## src/rtl/gfx_irq_pkg.sv

```systemverilog
package gfx_irq_pkg;

  // Source bit positions inside status and enable
  localparam int unsigned SRC_FRAME = 0;
  localparam int unsigned SRC_OOM   = 1;

  // Register word addresses; order is the software-visible map
  localparam int unsigned NUM_REGS = 5;

  typedef enum logic [2:0] {
    REG_STATUS    = 3'd0,
    REG_EN_SET    = 3'd1,
    REG_EN_CLR    = 3'd2,
    REG_POOL_BASE = 3'd3,
    REG_POOL_SIZE = 3'd4,
    REG_NONE      = 3'd7
  } reg_sel_e;

  // Pending bit: a new hit outranks an acknowledge
  function automatic logic pend_next(input logic cur, input logic hit, input logic ack);
    return hit | (cur & ~ack);
  endfunction

  // Enable bit: set mask then clear mask (only one is active per cycle)
  function automatic logic en_next(input logic cur, input logic set_b, input logic clr_b);
    return (cur | set_b) & ~clr_b;
  endfunction

endpackage

```

## src/rtl/gfx_irq_regdec.sv

```systemverilog
module gfx_irq_regdec
  import gfx_irq_pkg::*;
#(
  parameter int unsigned ADDR_W = 4
) (
  input  logic [ADDR_W-1:0]   addr,
  input  logic                wr,
  output reg_sel_e            sel,
  output logic [NUM_REGS-1:0] wr_hit
);

  always_comb begin
    sel = REG_NONE;
    for (int k = 0; k < NUM_REGS; k++) begin
      if (addr == ADDR_W'(k)) sel = reg_sel_e'(3'(k));
    end
  end

  always_comb begin
    wr_hit = '0;
    for (int k = 0; k < NUM_REGS; k++) begin
      if (wr && (sel == reg_sel_e'(3'(k)))) wr_hit[k] = 1'b1;
    end
  end

endmodule

```

## src/rtl/gfx_irq_status.sv

```systemverilog
module gfx_irq_status
  import gfx_irq_pkg::*;
#(
  parameter int unsigned NUM_SRC = 2,
  // 1 = level source (status follows the input), 0 = event source (rising edge)
  parameter logic [NUM_SRC-1:0] LEVEL_MASK = 2'b10
) (
  input  logic               clk,
  input  logic               rst_n,
  input  logic [NUM_SRC-1:0] src_in,
  input  logic               ack_wr,
  input  logic [NUM_SRC-1:0] ack_mask,
  output logic [NUM_SRC-1:0] src_hit,
  output logic [NUM_SRC-1:0] status_q
);

  logic [NUM_SRC-1:0] status_d;

  for (genvar i = 0; i < NUM_SRC; i++) begin : g_src
    if (LEVEL_MASK[i]) begin : g_level
      assign src_hit[i] = src_in[i];
    end else begin : g_edge
      logic prev_q;
      always_ff @(posedge clk) begin
        if (!rst_n) prev_q <= 1'b0;
        else        prev_q <= src_in[i];
      end
      assign src_hit[i] = src_in[i] & ~prev_q;
    end
    assign status_d[i] = pend_next(status_q[i], src_hit[i], ack_wr & ack_mask[i]);
  end

  always_ff @(posedge clk) begin
    if (!rst_n) status_q <= '0;
    else        status_q <= status_d;
  end

endmodule

```

## src/rtl/gfx_irq_enable.sv

```systemverilog
module gfx_irq_enable
  import gfx_irq_pkg::*;
#(
  parameter int unsigned NUM_SRC = 2
) (
  input  logic               clk,
  input  logic               rst_n,
  input  logic               set_wr,
  input  logic               clr_wr,
  input  logic [NUM_SRC-1:0] mask,
  output logic [NUM_SRC-1:0] en_q
);

  logic [NUM_SRC-1:0] en_d;

  for (genvar i = 0; i < NUM_SRC; i++) begin : g_en
    assign en_d[i] = en_next(en_q[i], set_wr & mask[i], clr_wr & mask[i]);
  end

  always_ff @(posedge clk) begin
    if (!rst_n) en_q <= '0;
    else        en_q <= en_d;
  end

endmodule

```

## src/rtl/gfx_irq_pool.sv

```systemverilog
module gfx_irq_pool #(
  parameter int unsigned DATA_W = 32
) (
  input  logic              clk,
  input  logic              rst_n,
  input  logic              base_wr,
  input  logic              size_wr,
  input  logic [DATA_W-1:0] wdata,
  output logic [DATA_W-1:0] base_q,
  output logic [DATA_W-1:0] size_q,
  output logic              refill_q
);

  always_ff @(posedge clk) begin
    if (!rst_n) begin
      base_q   <= '0;
      size_q   <= '0;
      refill_q <= 1'b0;
    end else begin
      if (base_wr) base_q <= wdata;
      if (size_wr) size_q <= wdata;
      refill_q <= size_wr;
    end
  end

endmodule

```

## src/rtl/gfx_irq_ctrl.sv

```systemverilog
module gfx_irq_ctrl
  import gfx_irq_pkg::*;
#(
  parameter int unsigned ADDR_W  = 4,
  parameter int unsigned DATA_W  = 32,
  parameter int unsigned NUM_SRC = 2
) (
  input  logic              clk,
  input  logic              rst_n,
  input  logic [ADDR_W-1:0] bus_addr,
  input  logic              bus_wr,
  input  logic [DATA_W-1:0] bus_wdata,
  input  logic              bus_rd,
  output logic [DATA_W-1:0] bus_rdata,
  input  logic              frame_done,
  input  logic              oom_level,
  output logic              irq,
  output logic [DATA_W-1:0] pool_base,
  output logic [DATA_W-1:0] pool_size,
  output logic              pool_refill
);

  localparam logic [NUM_SRC-1:0] LEVEL_MASK = NUM_SRC'(1) << SRC_OOM;

  reg_sel_e            sel;
  logic [NUM_REGS-1:0] wr_hit;
  logic [NUM_SRC-1:0]  src_in;
  logic [NUM_SRC-1:0]  src_hit;
  logic [NUM_SRC-1:0]  status_q;
  logic [NUM_SRC-1:0]  en_q;
  logic [NUM_SRC-1:0]  wmask;

  always_comb begin
    src_in            = '0;
    src_in[SRC_FRAME] = frame_done;
    src_in[SRC_OOM]   = oom_level;
  end

  assign wmask = bus_wdata[NUM_SRC-1:0];

  gfx_irq_regdec #(.ADDR_W(ADDR_W)) u_dec (
    .addr   (bus_addr),
    .wr     (bus_wr),
    .sel    (sel),
    .wr_hit (wr_hit)
  );

  gfx_irq_status #(.NUM_SRC(NUM_SRC), .LEVEL_MASK(LEVEL_MASK)) u_status (
    .clk      (clk),
    .rst_n    (rst_n),
    .src_in   (src_in),
    .ack_wr   (wr_hit[REG_STATUS]),
    .ack_mask (wmask),
    .src_hit  (src_hit),
    .status_q (status_q)
  );

  gfx_irq_enable #(.NUM_SRC(NUM_SRC)) u_enable (
    .clk    (clk),
    .rst_n  (rst_n),
    .set_wr (wr_hit[REG_EN_SET]),
    .clr_wr (wr_hit[REG_EN_CLR]),
    .mask   (wmask),
    .en_q   (en_q)
  );

  gfx_irq_pool #(.DATA_W(DATA_W)) u_pool (
    .clk      (clk),
    .rst_n    (rst_n),
    .base_wr  (wr_hit[REG_POOL_BASE]),
    .size_wr  (wr_hit[REG_POOL_SIZE]),
    .wdata    (bus_wdata),
    .base_q   (pool_base),
    .size_q   (pool_size),
    .refill_q (pool_refill)
  );

  always_comb begin
    bus_rdata = '0;
    if (bus_rd) begin
      case (sel)
        REG_STATUS:              bus_rdata = DATA_W'(status_q);
        REG_EN_SET, REG_EN_CLR:  bus_rdata = DATA_W'(en_q);
        REG_POOL_BASE:           bus_rdata = pool_base;
        REG_POOL_SIZE:           bus_rdata = pool_size;
        default:                 bus_rdata = '0;
      endcase
    end
  end

  assign irq = |(status_q & en_q);

endmodule

```

## config.mk

```make
export PLATFORM = sky130hd
export DESIGN_NAME = gfx_irq_ctrl
export DESIGN_NICKNAME = d
export VERILOG_FILES = /design/src/rtl/gfx_irq_pkg.sv /design/src/rtl/gfx_irq_regdec.sv /design/src/rtl/gfx_irq_status.sv /design/src/rtl/gfx_irq_enable.sv /design/src/rtl/gfx_irq_pool.sv /design/src/rtl/gfx_irq_ctrl.sv
export SDC_FILE = /design/constraint.sdc
export NUM_CORES = 1
export LEC_CHECK = 0
export ABC_AREA = 1
export BUFFER_PORTS_ARGS = -buffer_cell sky130_fd_sc_hd__buf_2
export CAP_MARGIN = 20
export CORE_MARGIN = 1
export CORE_UTILIZATION = 40
export CTS_CLUSTER_SIZE = 40
export DETAILED_ROUTE_END_ITERATION = 7
export PLACE_DENSITY_LB_ADDON = 0.05
export SLEW_MARGIN = 20
export SYNTH_ARGS = -nofsm -noshare
export SYNTH_HDL_FRONTEND = slang
export SYNTH_SLANG_ARGS = --single-unit
```

## constraint.sdc

```tcl
create_clock -name clk -period 1.5 [get_ports clk]
set_clock_uncertainty 0.2 [all_clocks]
set_input_delay 0.075 -clock clk [delete_from_list [all_inputs] [get_ports clk]]
set_output_delay 0.075 -clock clk [all_outputs]
set_load 0.03 [all_outputs]
```

* Yosys cells after proc, flatten, opt, wreduce, memory -nomap -nowiden
Index checks and enable logic that the tools add are counted.
** Word-level totals
- Output and inout bits :: 98
- Word-level logic and storage cells :: 56
- Flip-flop bits (word level) :: 70
** Cells by class
- Reduce and logical (&&, ||, !) cells :: 9
- Equality and inequality tests :: 8
- Multiplexer cells :: 12
- Bitwise operators :: 21
** Operators by type and width (count)
- $pmux 32 s4 :: 1
- $mux 32 :: 1
- $mux 3 :: 5
- $and 1x1->1 :: 11
- $eq 4x2->1 const B :: 2
- $eq 3x2->1 const B :: 2
- $logic_and 1x1->1 :: 5
- $mux 1 :: 5
- $not 1->1 :: 5
- $eq 4x1->1 const B :: 1
- $eq 4x3->1 const B :: 1
- $logic_not 4->1 :: 1
- $or 1x1->1 :: 4
- $reduce_or 2->1 :: 2
- $eq 3x1->1 const B :: 1
- $eq 3x3->1 const B :: 1
- $logic_not 3->1 :: 1
- $and 2x2->2 :: 1

* Depth between registers and ports, before layout
Gate-level depths: netlist of the first run.
- Depth after elaboration :: 13
- Depth in mapped cells :: 8
- Mapped depth without buffers :: 8

* Modules after synthesis
From an unflattened synthesis of the first run, not the netlist that was laid out.
** Unflattened totals
- Cell total of the unflattened synthesis :: 553
- Area, all modules :: 3454.6 um2
** Modules (own cells, without submodules)
- gfx_irq_pool :: area an instance 2561.2 um2, times used 1, cells an instance 376
- gfx_irq_ctrl :: area an instance 578.1 um2, times used 1, cells an instance 126
- gfx_irq_status :: area an instance 126.4 um2, times used 1, cells an instance 17
- gfx_irq_regdec :: area an instance 116.4 um2, times used 1, cells an instance 24
- gfx_irq_enable :: area an instance 72.6 um2, times used 1, cells an instance 10

* Least setup slack after synthesis of the first run
Ideal clock, no wire load.
- Path kind :: input-to-output
- From :: input bus_addr[0]
- To :: output bus_rdata[10]
- Required time :: 1225 ps
- Arrival :: 1235 ps
- Setup slack :: -10 ps
- Buffers on the path :: 1
- Stages :: 4
- Cell sequence :: nor2_1 -> clkbuf_1 -> nand3_1 -> a21oi_1
** Between the ends
- Word-level cells in the longest chain between the ends :: 10
- Elaborated cells between the ends (all ways) :: 18
** RTL lines
- from (decl) :: RTL line gfx_irq_ctrl.sv:10 : input logic [ADDR_W-1:0] bus_addr,
- $logic_not 4->1 :: RTL line gfx_irq_regdec.sv:15 : if (addr == ADDR_W'(k)) sel = reg_sel_e'(3'(k));
- $mux 3 (4 in series) :: RTL line gfx_irq_regdec.sv:15
- $mux 3 * :: RTL line gfx_irq_regdec.sv:15
- $eq 3x2->1 or $eq 3x1->1 (tied branches) :: RTL line gfx_irq_ctrl.sv:81 : case (sel)
- $reduce_or 2->1 :: RTL line gfx_irq_ctrl.sv:81
- $pmux 32 s4 * :: RTL line gfx_irq_ctrl.sv:81
- $mux 32 * :: RTL line gfx_irq_ctrl.sv:80 : if (bus_rd) begin
- to (decl) :: RTL line gfx_irq_ctrl.sv:14 : output logic [DATA_W-1:0] bus_rdata,
Every way passes the cells marked *; elsewhere a longest branch is shown, timed or not.

* Final worst setup path of the first run
- From :: input bus_addr[1]
- To :: output bus_rdata[16]
Same word-level chain as after synthesis.

==> run_results.csv, run 1 <==
group,metric,value,unit
outcome,outcome,"completed",
timing,maxSlewViolCount,0,
worst_setup_path,rr_worst_depth,3,
cts,cts_inserted_buffers,9,
power,clkPwrFrac,40.4,%
min_path,hold-path-endpoint,"u_pool.size_q[13]",
logic_synthesis,synthesis.instances,446,
grt,vias_in_the_first_global_route,3426,
floorplanning,i_o_pin_cnt,140,
drt,total_wirelength,10500,um
floorplanning,starting_utilization_of_the_core_area,41.4,%
placed_design,dpl.cell_count,670,
worst_setup_path,rrSetupSlack,0.09,ns
worst_setup_path,critical_path_required,1.22,ns
power,power_spent_charging_and_discharging_nets,1.03,mW
placed_design,detailedPlacementHpwl,6490,um
logic_synthesis,synth.ff_latch_count,70,
cts,numClockSinks,70,
cts,tritoncts,"done",
logic_synthesis,ys_warn_count,0,
logic_synthesis,syn-cell-area,0.00320,sq mm
cells_and_area,synthesis_to_finish_area_growth,59.0,%
cells_and_area,layout.cells.most_common,"sky130_fd_sc_hd__buf_2",
timing,final_min_period_over_clock_period,97.1,%
power,power_per_cell_area,824,mW/mm^2
power,p_int,3.16,mW
grt,grt_pass1_wl,16300,um
grt,antenna_found_initial,0,
power,peakVddDrop,0.591,mV
run,drv_cap,0,
cells_and_area,stdcell_count,739,
timing,setup_viol_count_final,0,
floorplanning,die_width,91.4,um
drt,avgRoutedWirePerCell,14.1,um
timing,min_cycle_time_layout,1.46,ns
cells_and_area,layout.nets,675,
drt,detailroute.via_count,3692,
min_path,timing.hold.worst.start,"rst_n",
cells_and_area,final_core_util,65.8,%
drt,drt_pass1_iterations,5,
grt,grt_start_max_net_pins,66,
power,p_seq_share,46.0,%
cells_and_area,final_layout_size_suffix_gt1_share,37.4,%
timing,max_freq,687,MHz
timing,unrepaired_setup_endpoints_after_global_routing,"yes",
cts,clock_insertion_delay_worst_skew,0.34,ns
floorplanning,height_of_the_chip,91.4,um
power,power.switching_fraction,24.6,%
placed_design,gp_routability_congestion,0.795,
cells_and_area,finish.instance_area,0.00509,sq mm
timing,worst_pin_slew,0.369,ns
cts,maximum_level_of_the_cts_h_tree,3,
logic_synthesis,number_of_different_library_cells_in_the_post_synthesis_netlist,21,
timing,slew_headroom,75.4,%
cells_and_area,antenna-diode-count,0,
timing,hold_viol,0,
drt,drt_first_iter_violations,150,
cts,cts_max_path_buffers,2,
worst_setup_path,crit_end_category,"output port",
floorplanning,floorplan.core_area,0.00773,sq mm
logic_synthesis,synth.yosys.seq_area_share,43.8,%
min_path,hold_path_depth,4,
worst_setup_path,cp-start-kind,"input port",
worst_setup_path,critical_path.reg2reg.endpoint,"u_status.status_q[1]",
drt,remaining_drc_errors,0,
floorplanning,placementRows,32,
worst_setup_path,worstReg2RegStart,"u_status.status_q[1]",
placed_design,numPortBuffers,139,
drt,via_per_inst,5.00,
logic_synthesis,post_synth.cell_area_avg,7.17,sq um
cts,cts.root.buffer_cell,"sky130_fd_sc_hd__clkbuf_8",
worst_setup_path,critPathMaxFanout,21,
min_path,worst_hold_path_type,"input port to flip-flop",
cts,clk_transition_reported_paths,0.07,ns
grt,overflow_left_after_global_routing,0,
grt,gr_util_all_layers,24.3,%
cells_and_area,commonest_cells_after_routing_fill_and_taps_aside,"sky130_fd_sc_hd__buf_2, sky130_fd_sc_hd__nand2_1, sky130_fd_sc_hd__nand3_1",
worst_setup_path,worstSetupPathType,"input port to output port",
floorplanning,fp.dieArea,0.00836,sq mm
drt,detail-route-antenna-nets,0,
worst_setup_path,crit_arrival,1.18,ns
power,cellLeakagePower,2.14,nW
logic_synthesis,synth.net_count,488,
placed_design,dpl_cell_area,0.00413,sq mm
power,comb_power_share,13.6,%
-- how the worst max path moves through the flow --
stage                    startpoint                 to  slack [ns]  depth (start not counted)
6_report                bus_addr[1]      bus_rdata[16]        0.04                          8
3_5_place_dp            bus_addr[1]  u_pool.base_q[24]       -0.04                          7
3_3_place_gp            bus_addr[1]   u_pool.base_q[9]       0.007                          7
5_1_grt            u_enable.en_q[1]       bus_rdata[1]       -0.01                          5
4_1_cts        u_status.status_q[1]       bus_rdata[1]       0.005                          5
2_1_floorplan      u_pool.base_q[0]       bus_rdata[0]        0.08                          4
-- power groups by stage --
stage / Sequential (mW) / Clock (mW) / Combinational (mW)
after floorplan: 2.02 / 0 / 0.193
after global placement: 1.96 / 0 / 0.439
after detailed placement: 1.97 / 0 / 0.444
final: 1.92 / 1.69 / 0.571
after global routing: 1.93 / 1.80 / 0.616
after CTS: 1.92 / 1.72 / 0.530
-- synth_stat cells --
library cell | number | area (sq um)
sky130_fd_sc_hd__o21ai_0 | 12 | 60.1
sky130_fd_sc_hd__clkinv_1 | 1 | 3.75
sky130_fd_sc_hd__buf_6 | 10 | 113
sky130_fd_sc_hd__clkbuf_1 | 15 | 56.3
sky130_fd_sc_hd__inv_1 | 42 | 158
sky130_fd_sc_hd__dfxtp_1 | 70 | 1400
sky130_fd_sc_hd__a21oi_1 | 97 | 485
sky130_fd_sc_hd__nand3_1 | 72 | 360
sky130_fd_sc_hd__nand2_1 | 73 | 274
sky130_fd_sc_hd__nor2_2 | 1 | 6.26
sky130_fd_sc_hd__nand4_1 | 2 | 12.5
sky130_fd_sc_hd__nand2_4 | 1 | 11.3
sky130_fd_sc_hd__clkbuf_4 | 1 | 7.51
sky130_fd_sc_hd__nor2_1 | 15 | 56.3
sky130_fd_sc_hd__a22o_1 | 1 | 8.76
sky130_fd_sc_hd__o21bai_1 | 1 | 7.51
sky130_fd_sc_hd__buf_2 | 9 | 45.0
sky130_fd_sc_hd__nor3_4 | 1 | 16.3
sky130_fd_sc_hd__nand2_2 | 1 | 6.26
sky130_fd_sc_hd__o21ai_1 | 20 | 100
sky130_fd_sc_hd__dlygate4sd1_1 | 1 | 8.76
-- state kept, by name, summed over array words and instances, names as in the netlist --
name	cells
u_status.status_q	2
u_enable.en_q	2
u_pool.refill_q	1
u_pool.base_q	32
u_pool.size_q	32
u_status.g_src.g_edge.prev_q	1
-- cells by family after synthesis --
family	count (synthesis)	synth area share (%)
AOI/OAI and AO/OA	131	20.7
buffers and inverters	79	12.2
DFF	70	43.8
and+or+nand+nor	166	23.2
-- critical path, cell delays in order --
cell and delay (ns):
sky130_fd_sc_hd__buf_4 0.13, sky130_fd_sc_hd__nand2_4 0.06, sky130_fd_sc_hd__nor3_4 0.20, sky130_fd_sc_hd__buf_12 0.16, sky130_fd_sc_hd__clkbuf_16 0.19, sky130_fd_sc_hd__nand2_1 0.08, sky130_fd_sc_hd__a21oi_2 0.11, sky130_fd_sc_hd__buf_4 0.16
-- layer usage --
layer | vias to the layer above | part of all wire (%) | global-route usage [%]
met4 | 0 | 0.62 | 6.61
li1 | 1859 | - | -
met5 | - | 0 | 0
met1 | 1714 | 45 | 29.7
met3 | 4 | 4.8 | 5.70
met2 | 115 | 50 | 42.4
-- timing repair --
action	CTS	global route
hold endpoints to repair	69	3
buffers inserted	0	7
resized for setup	3	73
pin swaps	0	6
setup endpoints to repair	3	37
hold buffers	44	2
gates cloned	0	3
-- final cells by class --
cell class / count / area [sq um]
Tap cell: 102 / 128
Timing Repair Buffer: 212 / 1600
Clock buffer: 11 / 151
Fill cell: 679 / 2640
Clock inverter: 4 / 70.1
Sequential cell: 70 / 1420
Inverter: 43 / 161
Multi-Input combinational cell: 297 / 1570
-- stage by stage --
stage               worst slack [ns]  hold slack, ns  TNS [ns]  power, mW
global placement             0.00724          0.0746         0       2.40
floorplan                     0.0769         -0.0135         0       2.21
CTS                          0.00469          0.0280         0       4.17
detailed placement           -0.0359          0.0761    -0.630       2.41
global route                 -0.0119          0.0312   -0.0338       4.34
finish                        0.0439          0.0265         0       4.19
No activity file was read; power rests on OpenSTA's default activity.
==> run 2: changes to the inputs <==
--- a/config.mk
+++ b/config.mk
@@ -6,12 +6,12 @@
 export NUM_CORES = 1
 export LEC_CHECK = 0
 export ABC_AREA = 1
-export BUFFER_PORTS_ARGS = -buffer_cell sky130_fd_sc_hd__buf_2
 export CAP_MARGIN = 20
 export CORE_MARGIN = 1
 export CORE_UTILIZATION = 40
 export CTS_CLUSTER_SIZE = 40
 export DETAILED_ROUTE_END_ITERATION = 7
+export DONT_BUFFER_PORTS = 1
 export PLACE_DENSITY_LB_ADDON = 0.05
 export SLEW_MARGIN = 20
 export SYNTH_ARGS = -nofsm -noshare
==> run_results.csv, run 2 (same netlist as run 1, synthesis figures left out) <==
group,metric,value,unit
placed_design,gp_routability_congestion,0.845,
floorplanning,floorplan.core_area,0.00773,sq mm
floorplanning,fp.dieArea,0.00836,sq mm
timing,final_min_period_over_clock_period,97.9,%
power,power_spent_charging_and_discharging_nets,1.04,mW
floorplanning,i_o_pin_cnt,140,
worst_setup_path,rrSetupSlack,0.08,ns
worst_setup_path,worst_path_largest_cell_delay,0.35,ns
drt,avgRoutedWirePerCell,15.3,um
cells_and_area,antenna-diode-count,0,
worst_setup_path,critPathMaxFanout,3,
worst_setup_path,rr_worst_depth,4,
cells_and_area,area.sequential,0.00141,sq mm
worst_setup_path,crit_path_cell_trace,"nand3_2 -> nand3_2 -> nor2_1 -> nor2_1 -> buf_4",
drt,drt_first_iter_violations,135,
placed_design,detailedPlacementHpwl,6620,um
cts,clk_transition_reported_paths,0.07,ns
timing,maxSlewViolCount,0,
timing,setup_viol_count_final,0,
floorplanning,die_width,91.4,um
power,p_seq_share,47.8,%
placed_design,numPortBuffers,0,
cts,tritoncts,"done",
floorplanning,starting_utilization_of_the_core_area,41.4,%
power,power,4.01,mW
min_path,worst_hold_path_type,"input port to flip-flop",
drt,via_per_inst,5.18,
timing,post-route-worst-setup-slack,0.0322,ns
drt,drt_pass1_iterations,5,
worst_setup_path,path_delay_family,"flip-flops",
grt,antenna_found_initial,0,
power,p_int,2.97,mW
min_path,timing.hold.worst.start,"bus_addr[1]",
grt,grt_start_max_net_pins,40,
worst_setup_path,crit_arrival,1.19,ns
drt,remaining_drc_errors,0,
power,power_per_cell_area,735,mW/mm^2
placed_design,dp_slack,0.111,ns
cts,cts.root.buffer_cell,"sky130_fd_sc_hd__clkbuf_8",
timing,worst_pin_slew,0.519,ns
drt,detail-route-antenna-nets,0,
cells_and_area,layout.nets,681,
cells_and_area,layout.cells.most_common,"sky130_fd_sc_hd__buf_4",
cells_and_area,final_layout_size_suffix_gt1_share,27.5,%
cts,clock_insertion_delay_worst_skew,0.33,ns
min_path,hold_path_depth,4,
timing,min_cycle_time_layout,1.47,ns
worst_setup_path,cp_num_buf_inv,1,
cells_and_area,combined_area_of_the_multi_input_logic_cells,0.00156,sq mm
cts,numClockSinks,70,
drt,detailroute.via_count,3862,
cells_and_area,synthesis_to_finish_area_growth,70.5,%
worst_setup_path,crit_end_category,"output port",
cells_and_area,fillers,653,
floorplanning,height_of_the_chip,91.4,um
timing,slew_headroom,65.2,%
power,cellLeakagePower,2.07,nW
worst_setup_path,worstSetupStartpoint,"u_status.status_q[1]",
timing,worst_hold_slack,-0.00403,ns
worst_setup_path,worstSetupPathType,"flip-flop to output port",
power,comb_power_share,15.0,%
worst_setup_path,worstReg2RegStart,"u_pool.size_q[29]",
power,power.switching_fraction,26.0,%
grt,gr_util_all_layers,27.6,%
cells_and_area,final_core_util,70.6,%
outcome,violations,"hold timing",
cts,maximum_level_of_the_cts_h_tree,3,
worst_setup_path,critical_path.reg2reg.endpoint,"u_pool.size_q[29]",
cells_and_area,commonest_cells_after_routing_fill_and_taps_aside,"sky130_fd_sc_hd__buf_4, sky130_fd_sc_hd__dlygate4sd3_1, sky130_fd_sc_hd__nand2_1",
timing,hold_viol,2,
grt,overflow_left_after_global_routing,0,
drt,total_wirelength,11400,um
worst_setup_path,critPathSlowestCell,"sky130_fd_sc_hd__dfxtp_2",
power,peakVddDrop,0.389,mV
cts,cts_max_path_buffers,2,
cells_and_area,registers_with_the_most_flip_flops,"u_pool.base_q: 32 flops, u_pool.size_q: 32 flops",
outcome,outcome,"finished, violations left",
min_path,hold-path-endpoint,"u_pool.refill_q",
floorplanning,placementRows,32,
power,clkPwrFrac,37.1,%
cts,cts_inserted_buffers,9,
grt,vias_in_the_first_global_route,3766,
timing,max_freq,681,MHz
worst_setup_path,cp-start-kind,"flip-flop",
run,drv_cap,0,
worst_setup_path,critical_path_required,1.22,ns
grt,grt_pass1_wl,18300,um
## run 2: changes by cell type in the layout (fill, tap and decap cells not counted), sizes merged
| cell | previous run | this run |
|---|---|---|
| clkbuf | 19 | 10 |
| dlymetal6s4s | 1 | 2 |
| bufinv | 2 | 1 |
| buf | 160 | 114 |
| clkinv | 3 | 5 |
| dlygate4sd3 | 43 | 102 |
## run 2: final cells by class
class,instances,share of cell area (%)
clock buffer,10,2.52
inverter,43,2.96
sequential,70,25.8
clock inverter,5,0.918
timing repair buffer,218,36.8
tap,102,2.34
multi-input combinational,297,28.6
## run 2: what timing repair did
item,4_1_cts,5_1_grt
setup buffers,0,1
hold buffers,102,7
resized for setup,1,17
endpoints found under the hold margin,70,6
pin swaps,0,3
endpoints found under the setup margin,1,30
## run 2: power groups by stage
stage	sequential [mW]	clock [mW]	combinational [mW]
2_1_floorplan	2.02	0	0.193
3_3_place_gp	1.96	0	0.345
3_5_place_dp	1.96	0	0.350
4_1_cts	1.92	1.52	0.584
5_1_grt	1.92	1.58	0.644
6_report	1.92	1.49	0.602
## run 2: worst min-delay path, delay by kind of cell
family | cells | cell delay, ns
buffers and inverters | 1 | 0.21
and+or+nand+nor | 3 | 0.18
## run 2: metal layers
metal,track usage [%],part of all wire [%],vias to the layer above
met5,0,0,-
met4,11.8,1.8,0
met3,4.10,7.0,17
met2,48.2,51,147
met1,33.4,40,1831
li1,-,-,1867
## run 2: worst max-delay path by stage
stage / to / slack, ns / depth (start not counted)
2_1_floorplan: bus_rdata[0] / 0.08 / 4
3_3_place_gp: bus_rdata[31] / 0.11 / 6
3_5_place_dp: bus_rdata[31] / 0.11 / 6
4_1_cts: u_pool.size_q[29] / 0.01 / 7
5_1_grt: bus_rdata[1] / -0.0004 / 5
6_report: bus_rdata[1] / 0.03 / 5
## run 2: metrics by stage
step                      cells  setup TNS, ns  instance area, sq um
final                       745              0                  5450
after global routing        745      -0.000441                  5450
after CTS                   739              0                  5340
after detailed placement    622              0                  4100
after global placement      622              0                  4100
after floorplan             446              0                  3310
